File: src/rtl/standby_pkg.sv
// Shared types for the standby mode controller.
// Assumes: the status encoding is visible at the top ports and must stay fixed.
package standby_pkg;
    typedef enum logic [1:0] {
        ST_RUN  = 2'b00,
        ST_WAIT = 2'b01,
        ST_STOP = 2'b10,
        ST_STAB = 2'b11
    } sb_state_t;
endpackage

File: src/rtl/sb_req_merge.sv
// Reduces a vector of interrupt requests to a single "any request" flag.
// Assumes: requests are already qualified by their source enables.
module sb_req_merge #(
    parameter int W = 4
) (
    input  logic [W-1:0] req,
    output logic         any_req
);
    generate
        if (W == 1) begin : g_single
            // Single source: pass straight through.
            assign any_req = req[0];
        end else begin : g_multi
            // Several sources: OR reduction.
            assign any_req = |req;
        end
    endgenerate
endmodule

File: src/rtl/sb_stab_timer.sv
// Counts oscillator ticks during the stabilizing state and flags the last one.
// Assumes: clear is pulsed on every stop entry and on every stop wake-up.
module sb_stab_timer #(
    parameter int STAB_CYCLES = 4096
) (
    input  logic clk,
    input  logic rst_n,
    input  logic clear,
    input  logic count_en,
    output logic done
);
    localparam int CW = $clog2(STAB_CYCLES + 1);
    localparam logic [CW-1:0] LAST = CW'(STAB_CYCLES - 1);

    logic [CW-1:0] cnt;

    // Tick counter, cleared on request or on reset.
    always_ff @(posedge clk) begin
        if (!rst_n || clear) begin
            cnt <= '0;
        end else if (count_en && cnt != LAST) begin
            cnt <= cnt + 1'b1;
        end
    end

    // Done when the final tick arrives.
    assign done = count_en && (cnt == LAST);
endmodule

File: src/rtl/sb_fsm.sv
// State machine for run / wait / stop / stabilizing and the interrupt-mask bit.
// Assumes: stop strobe beats wait strobe; reset is synchronous and overrides all.
module sb_fsm
    import standby_pkg::*;
(
    input  logic      clk,
    input  logic      rst_n,
    input  logic      wait_op,
    input  logic      stop_op,
    input  logic      any_int,
    input  logic      any_ext,
    input  logic      osc_tick,
    input  logic      stab_done,
    output logic      stab_clear,
    output logic      stab_count,
    output sb_state_t state,
    output logic      mask
);
    sb_state_t nxt;

    // Next-state selection.
    always_comb begin
        nxt = state;
        unique case (state)
            ST_RUN:  if (stop_op) nxt = ST_STOP;
                     else if (wait_op) nxt = ST_WAIT;
            ST_WAIT: if (any_int || any_ext) nxt = ST_RUN;
            ST_STOP: if (any_ext) nxt = ST_STAB;
            ST_STAB: if (stab_done) nxt = ST_RUN;
            default: nxt = ST_RUN;
        endcase
    end

    // Timer control: clear on stop entry and on wake-up, count ticks while stabilizing.
    assign stab_clear = (state == ST_RUN && stop_op) || (state == ST_STOP && any_ext);
    assign stab_count = (state == ST_STAB) && osc_tick;

    // State register.
    always_ff @(posedge clk) begin
        if (!rst_n) state <= ST_RUN;
        else        state <= nxt;
    end

    // Mask bit: set by reset, cleared on any standby entry, otherwise held.
    always_ff @(posedge clk) begin
        if (!rst_n)                                   mask <= 1'b1;
        else if (state == ST_RUN && (stop_op || wait_op)) mask <= 1'b0;
    end
endmodule

File: src/rtl/standby_ctrl.sv
// Top of the CPU standby controller: merges requests, runs the FSM and timer,
// and derives the clock enable and the stop flag from the registered state.
// Assumes: osc_tick marks oscillator cycles once the oscillator runs again.
module standby_ctrl
    import standby_pkg::*;
#(
    parameter int N_INT       = 4,
    parameter int N_EXT       = 2,
    parameter int STAB_CYCLES = 4096
) (
    input  logic             clk,
    input  logic             rst_n,
    input  logic             wait_op,
    input  logic             stop_op,
    input  logic [N_INT-1:0] int_irq,
    input  logic [N_EXT-1:0] ext_irq,
    input  logic             osc_tick,
    output logic             cpu_clk_en,
    output logic             i_mask,
    output logic             stop_o,
    output logic [1:0]       state_o
);
    logic      any_int, any_ext;
    logic      stab_clear, stab_count, stab_done;
    sb_state_t state;

    sb_req_merge #(.W(N_INT)) u_int_merge (.req(int_irq), .any_req(any_int));
    sb_req_merge #(.W(N_EXT)) u_ext_merge (.req(ext_irq), .any_req(any_ext));

    sb_stab_timer #(.STAB_CYCLES(STAB_CYCLES)) u_timer (
        .clk(clk), .rst_n(rst_n), .clear(stab_clear),
        .count_en(stab_count), .done(stab_done)
    );

    sb_fsm u_fsm (
        .clk(clk), .rst_n(rst_n), .wait_op(wait_op), .stop_op(stop_op),
        .any_int(any_int), .any_ext(any_ext), .osc_tick(osc_tick),
        .stab_done(stab_done), .stab_clear(stab_clear), .stab_count(stab_count),
        .state(state), .mask(i_mask)
    );

    // Output decode from the registered state.
    assign cpu_clk_en = (state == ST_RUN);
    assign stop_o     = (state == ST_STOP);
    assign state_o    = state;
endmodule

File: config.mk
export PLATFORM = sky130hd
export DESIGN_NAME = standby_ctrl
export DESIGN_NICKNAME = d
export VERILOG_FILES = /design/src/rtl/standby_pkg.sv /design/src/rtl/sb_req_merge.sv /design/src/rtl/sb_stab_timer.sv /design/src/rtl/sb_fsm.sv /design/src/rtl/standby_ctrl.sv
export SDC_FILE = /design/constraint.sdc
export NUM_CORES = 1
export LEC_CHECK = 0
export BUFFER_PORTS_ARGS = -buffer_cell sky130_fd_sc_hd__buf_4
export CORE_MARGIN = 8
export CORE_UTILIZATION = 45
export CTS_CLUSTER_DIAMETER = 30
export DETAILED_ROUTE_END_ITERATION = 10
export PLACE_DENSITY = 0.69
export SYNTH_ARGS = -nofsm -noshare
export SYNTH_HDL_FRONTEND = slang
export SYNTH_SLANG_ARGS = --single-unit
File: constraint.sdc
create_clock -name clk -period 3.9 [get_ports clk]
set_input_delay 0 -clock clk [delete_from_list [all_inputs] [get_ports clk]]
set_output_delay 0 -clock clk [all_outputs]
set_load 0.02 [all_outputs]
## After elaboration in Yosys (flattened, before gate mapping)

Cells that the tools add are included.

| word-level totals | value |
|---|---|
| register bits | 16 |
| output and inout bits | 5 |
| bits of input ports | 11 |
| logic and storage cells | 34 |

| cells by class | value |
|---|---|
| equal/unequal tests | 9 |
| add/subtract/negate cells | 1 |
| mux-type cells | 6 |
| reductions and logical operators | 15 |

Operators by type and width:

| cell | number |
|---|---|
| 13-bit by 1-bit adder with 13-bit output, second input constant | 1 |
| 13-bit by 12-bit equality test with 1-bit output, second input constant | 1 |
| 13-bit by 12-bit != test with 1-bit output, second input constant | 1 |
| 2-bit two-way mux | 5 |
| 2-bit case mux with 4 select lines | 1 |
| 1-bit logical AND | 6 |
| 2-bit equality test, second input constant | 2 |
| 1-bit logical OR | 4 |
| 2-bit by 1-bit != test with 1-bit output, second input constant | 2 |
| 4-bit AND reduction | 1 |
| 4-bit OR reduction | 1 |
| 3-bit != test, second input constant | 1 |
| 2-bit by 1-bit equality test with 1-bit output, second input constant | 1 |
| 2-bit zero test | 1 |
| 2-bit != test, second input constant | 1 |
| 2-bit OR reduction | 1 |
| 1-bit zero test | 1 |

## Depth between registers and ports, before layout

| logic depth | value |
|---|---|
| depth after elaboration | 5 |
| gate-level depth with buffers | 5 |
| mapped depth without buffers | 5 |

## Hierarchy

From an unflattened synthesis, not the netlist that was laid out.

| second synthesis, totals | value |
|---|---|
| cells, all modules | 97 |
| area total of the unflattened synthesis | 858.3 um^2 |

By module, submodules not included:

| module | instances | cells an instance | area an instance (um^2) |
|---|---|---|---|
| sb_stab_timer | 1 | 74 | 660.6 |
| sb_fsm | 1 | 19 | 166.4 |
| standby_ctrl | 1 | 2 | 17.5 |
| sb_req_merge at u_int_merge | 1 | 1 | 7.5 |
| sb_req_merge at u_ext_merge | 1 | 1 | 6.3 |

## Least setup slack after synthesis

OpenSTA, ideal clock, no wires.

| timing | value |
|---|---|
| path type | reg2reg |
| start point | register u_fsm.state[0] |
| end point | register u_timer.cnt[9] |
| clock period less this slack | 1.825 ns |
| setup time | 0.059 ns |
| slack | 2.075 ns |
| cell stages (with the launch flop) | 6 |
| data arrival time | 1.766 ns |
| required time | 3.841 ns |
| cells stage by stage | dfxtp_1 clkbuf_2 nand3_1 or4_4 or4_1 nand2_1 |

| on the way | value |
|---|---|
| cells in the longest elaborated chain, start to end | 4 |
| elaborated cells on any way between the ends | 9 |

RTL lines:

| element | RTL line | text |
|---|---|---|
| start, declared | sb_fsm.sv:16 | `output sb_state_t state,` |
| start signal, assigned | sb_fsm.sv:41 | `else state <= nxt;` |
| 2-bit equality test or 2-bit zero test (tied branches) | sb_fsm.sv:35 | `assign stab_clear = (state == ST_RUN && stop_op) \|\| (state == ST_STOP && any_ext);` |
| 1-bit logical AND | sb_fsm.sv:35 |  |
| 1-bit logical OR | sb_fsm.sv:35 |  |
| 1-bit logical OR | sb_stab_timer.sv:19 | `if (!rst_n \|\| clear) begin` |
| end signal, assigned | sb_stab_timer.sv:22 | `cnt <= cnt + 1'b1;` |
| end, declared | sb_stab_timer.sv:15 | `logic [CW-1:0] cnt;` |

Parallel ways exist; a longest one is shown, timed or not.
A chain may end at the register's enable or synchronous reset.

## Worst setup path after layout

| timing | value |
|---|---|
| start point | register u_timer.cnt[0] |
| end point | register u_timer.cnt[0] |

| on the way | value |
|---|---|
| cells in the longest elaborated chain, start to end | 2 |
| elaborated cells on any way between the ends | 3 |

RTL lines:

| element |
|---|
| branches (longest 2 deep; another with 13-bit by 1-bit adder with 13-bit output) |

Several ways; the timed one is not identified.

==> metrics.md <==
| Metric | Value |
|---|---|
| Final WL | `1980 um` |
| Final worst slack | `1.88 ns` |
| Post-DRT Antenna Nets | `0` |
| Relative slew margins | `41.2%` |
| Pre-CTS setup slack | `1.92 ns` |
| Drt wl/cell | `14.0 um` |
| First-pass DRT Iterations | `4` |
| Final GP Congestion | `0.786` |
| Synth top area share | `38.0%` |
| Mapped Cells | `99` |
| Unrepaired setup endpoints after global routing | `false` |
| Initial detailed-routing violation count | `16` |
| EDFF count, synth | `0` |
| P_leak | `0.393 nW` |
| Cell Chain, Critical Path | `ha_1 > or2b_1 > nor4_1 > o21ai_0 > a21oi_1` |
| Sequential-to-total area share from yosys stat | `38.0%` |
| Clk buf depth | `2` |
| Post-Synthesis Mean Instance Area | `8.52 um2` |
| Die area | `0.00352 mm2` |
| WP data arrival | `2.24 ns` |
| H-tree levels | `1` |
| Yosys reg bits | `16` |
| Final Skew | `0.00611 ns` |
| Share of cells above drive strength 1 | `21.4%` |
| Crit path max-delay family | `simple AND/OR/NAND/NOR gates` |
| Pwr/cell area | `334 mW/mm2` |
| Layout area overhead | `21.5%` |
| Top cells by area, synth | `dfxtp_1 (38%), nand2_1 (4.9%), o21ai_0 (4.7%), or4_1 (4.5%), a21oi_1 (4.2%)` |
| Endpoints failing setup | `0` |
| Slew @ Worst Pin | `0.874 ns` |
| Synth Cell Area | `843 um2` |
| Worst EP required | `4.12 ns` |
| Fin crit period | `2.02 ns` |
| Row cnt | `15` |
| CP Class | `reg2reg` |
| CP Max Fanout | `8` |
| Die height | `59.3 um` |
| Residual DRC count | `0` |
| GR Overflow Total | `0` |
| Cts bufs inserted | `3` |
| TritonCTS clock tree | `done` |
| Final Max Slew Viols | `0` |
| Status | `finished clean` |
| Total negative slack | `0 ns` |
| Crit end category | `register` |
| Fmax | `494 MHz` |
| Yosys Warn Count | `0` |
| Port bufs | `15` |
| Largest net degree at the start of global routing | `13` |
| CTS Root Cell | `clkbuf_4` |
| Total GRT Usage | `12.9%` |
| Worst-skew pair later-pin latency | `0.29 ns` |
| Vias per inst | `6.03` |
| Netlist cell types | `35` |
| Clock-pin slew on the worst setup and hold paths | `0.10 ns` |
| Starting Density | `48.3%` |
| Mapped Nets | `111` |
| Synth area leader | `dfxtp_1` |
| First-pass GRT wire length | `3630 um` |
| Worst vdd ir | `0.252 mV` |
| Hold Path Class | `in2reg` |
| FFs w/ async S/R, synth | `0%` |
| Total clock sinks | `16` |
| Bufs and invs on worst path | `0` |
| Max_cap viols | `0` |
| Vias in the first global route | `855` |
| Antenna Cells | `0` |
| Hold Fails Final Rpt | `0` |
| Critical Path Start Type | `register` |
| Antenna violations before repair | `0` |
| Predominant post-synthesis flop cell | `dfxtp_1` |
| IO Pins | `16` |
| Post-cts resize count | `0` |
| Layout Utilization | `58.7%` |
| Via count | `856` |
| Post-detail-place hpwl | `1560 um` |
| Slowest cell on crit path | `nor4_1` |
| CP peak stage delay | `0.68 ns` |
| Nets@finish | `130` |
| Core Area | `0.00175 mm2` |
| Final period utilization | `51.9%` |
| Chip width | `59.3 um` |
[through the flow]
stage	std cells	power, mW	area, um2	hold WS (ns)
2_1_floorplan	99	0.207	843	0.0619
3_3_place_gp	137	0.233	978	0.204
3_5_place_dp	137	0.233	978	0.213
4_1_cts	142	0.343	1020	0.0150
5_1_grt	142	0.358	1020	0.0213
6_report	142	0.342	1020	0.0162
[Yosys cell counts, types with 3 or more instances]
cell	instances
a21oi_1	7
dfxtp_1	16
nand2_1	11
nand3_1	4
nand3b_1	3
nand4_1	3
nor2_1	5
nor4_1	3
o21ai_0	8
o41ai_1	4
or4_1	5
[cell usage in the layout (no fill, tap or decap), drive strengths merged, types with 2 or more instances in the layout]
| master | synthesis | final |
|---|---|---|
| buf | 0 | 15 |
| o41ai | 4 | 4 |
| a21oi | 7 | 7 |
| o311ai | 2 | 2 |
| nand3b | 3 | 3 |
| inv | 2 | 2 |
| nand4 | 4 | 4 |
| nand3 | 4 | 4 |
| o31ai | 2 | 2 |
| dfxtp | 16 | 16 |
| or3 | 2 | 2 |
| nor3 | 2 | 2 |
| o21ai | 9 | 9 |
| o211ai | 2 | 2 |
| clkbuf | 2 | 4 |
| nand2 | 11 | 11 |
| o211a | 2 | 2 |
| nor4 | 3 | 3 |
| nor2 | 5 | 5 |
| or4 | 6 | 6 |
[final timing paths]
check	to	depth (start not counted)	slack, ns	startpoint
max	u_timer.cnt[0]	5	1.88	u_timer.cnt[0]
min	u_fsm.state[0]	4	0.02	int_irq[3]
max reg2reg	u_timer.cnt[0]	5	1.88	u_timer.cnt[0]
min reg2reg	u_fsm.mask	2	0.46	u_fsm.mask
[final cells by class]
class | instances | area (um2)
clock buffer | 4 | 36.3
fill | 169 | 721
inverter | 2 | 7.51
multi-input combinational | 79 | 507
sequential | 16 | 320
tap | 25 | 31.3
timing repair buffer | 16 | 123
[flip-flops by register name, indices dropped and copies added, names as in the netlist]
| register | flops |
|---|---|
| u_timer.cnt | 13 |
| u_fsm.mask | 1 |
| u_fsm.state | 2 |
[cells by family (layout without fill, tap and decap cells)]
group	Yosys count	after routing	share of synthesized area, %
DFF	16	16	38.0
adders and majority gates	1	1	1.48
buffers and inverters	4	22	1.93
AOI/OAI and AO/OA	32	32	25.5
and+or+nand+nor	46	46	33.1
[layer usage]
metal / global-route usage, % / wire [um]
met1: 14.8 / 883
met2: 22.5 / 1000
met3: 2.60 / 67
met4: 5.12 / 29
met5: 0 / 0
[repair_timing]
action / in CTS / in global routing
hold endpoints to repair: 3 / 0
buffers inserted: 0 / 0
hold buffers: 1 / 0
[worst min-delay path: stages]
cell	delay, ns
buf_4	0.08
o41ai_1	0.06
o21ai_0	0.07
a21oi_1	0.07
[power by group]
part / total [mW] / leakage, nW / switching [mW] / internal, mW
Sequential: 0.175 / 0.130 / 0.00764 / 0.168
Clock: 0.113 / 0.0210 / 0.0558 / 0.0569
Combinational: 0.0539 / 0.242 / 0.0289 / 0.0250
(Power assumes the default switching activity.)
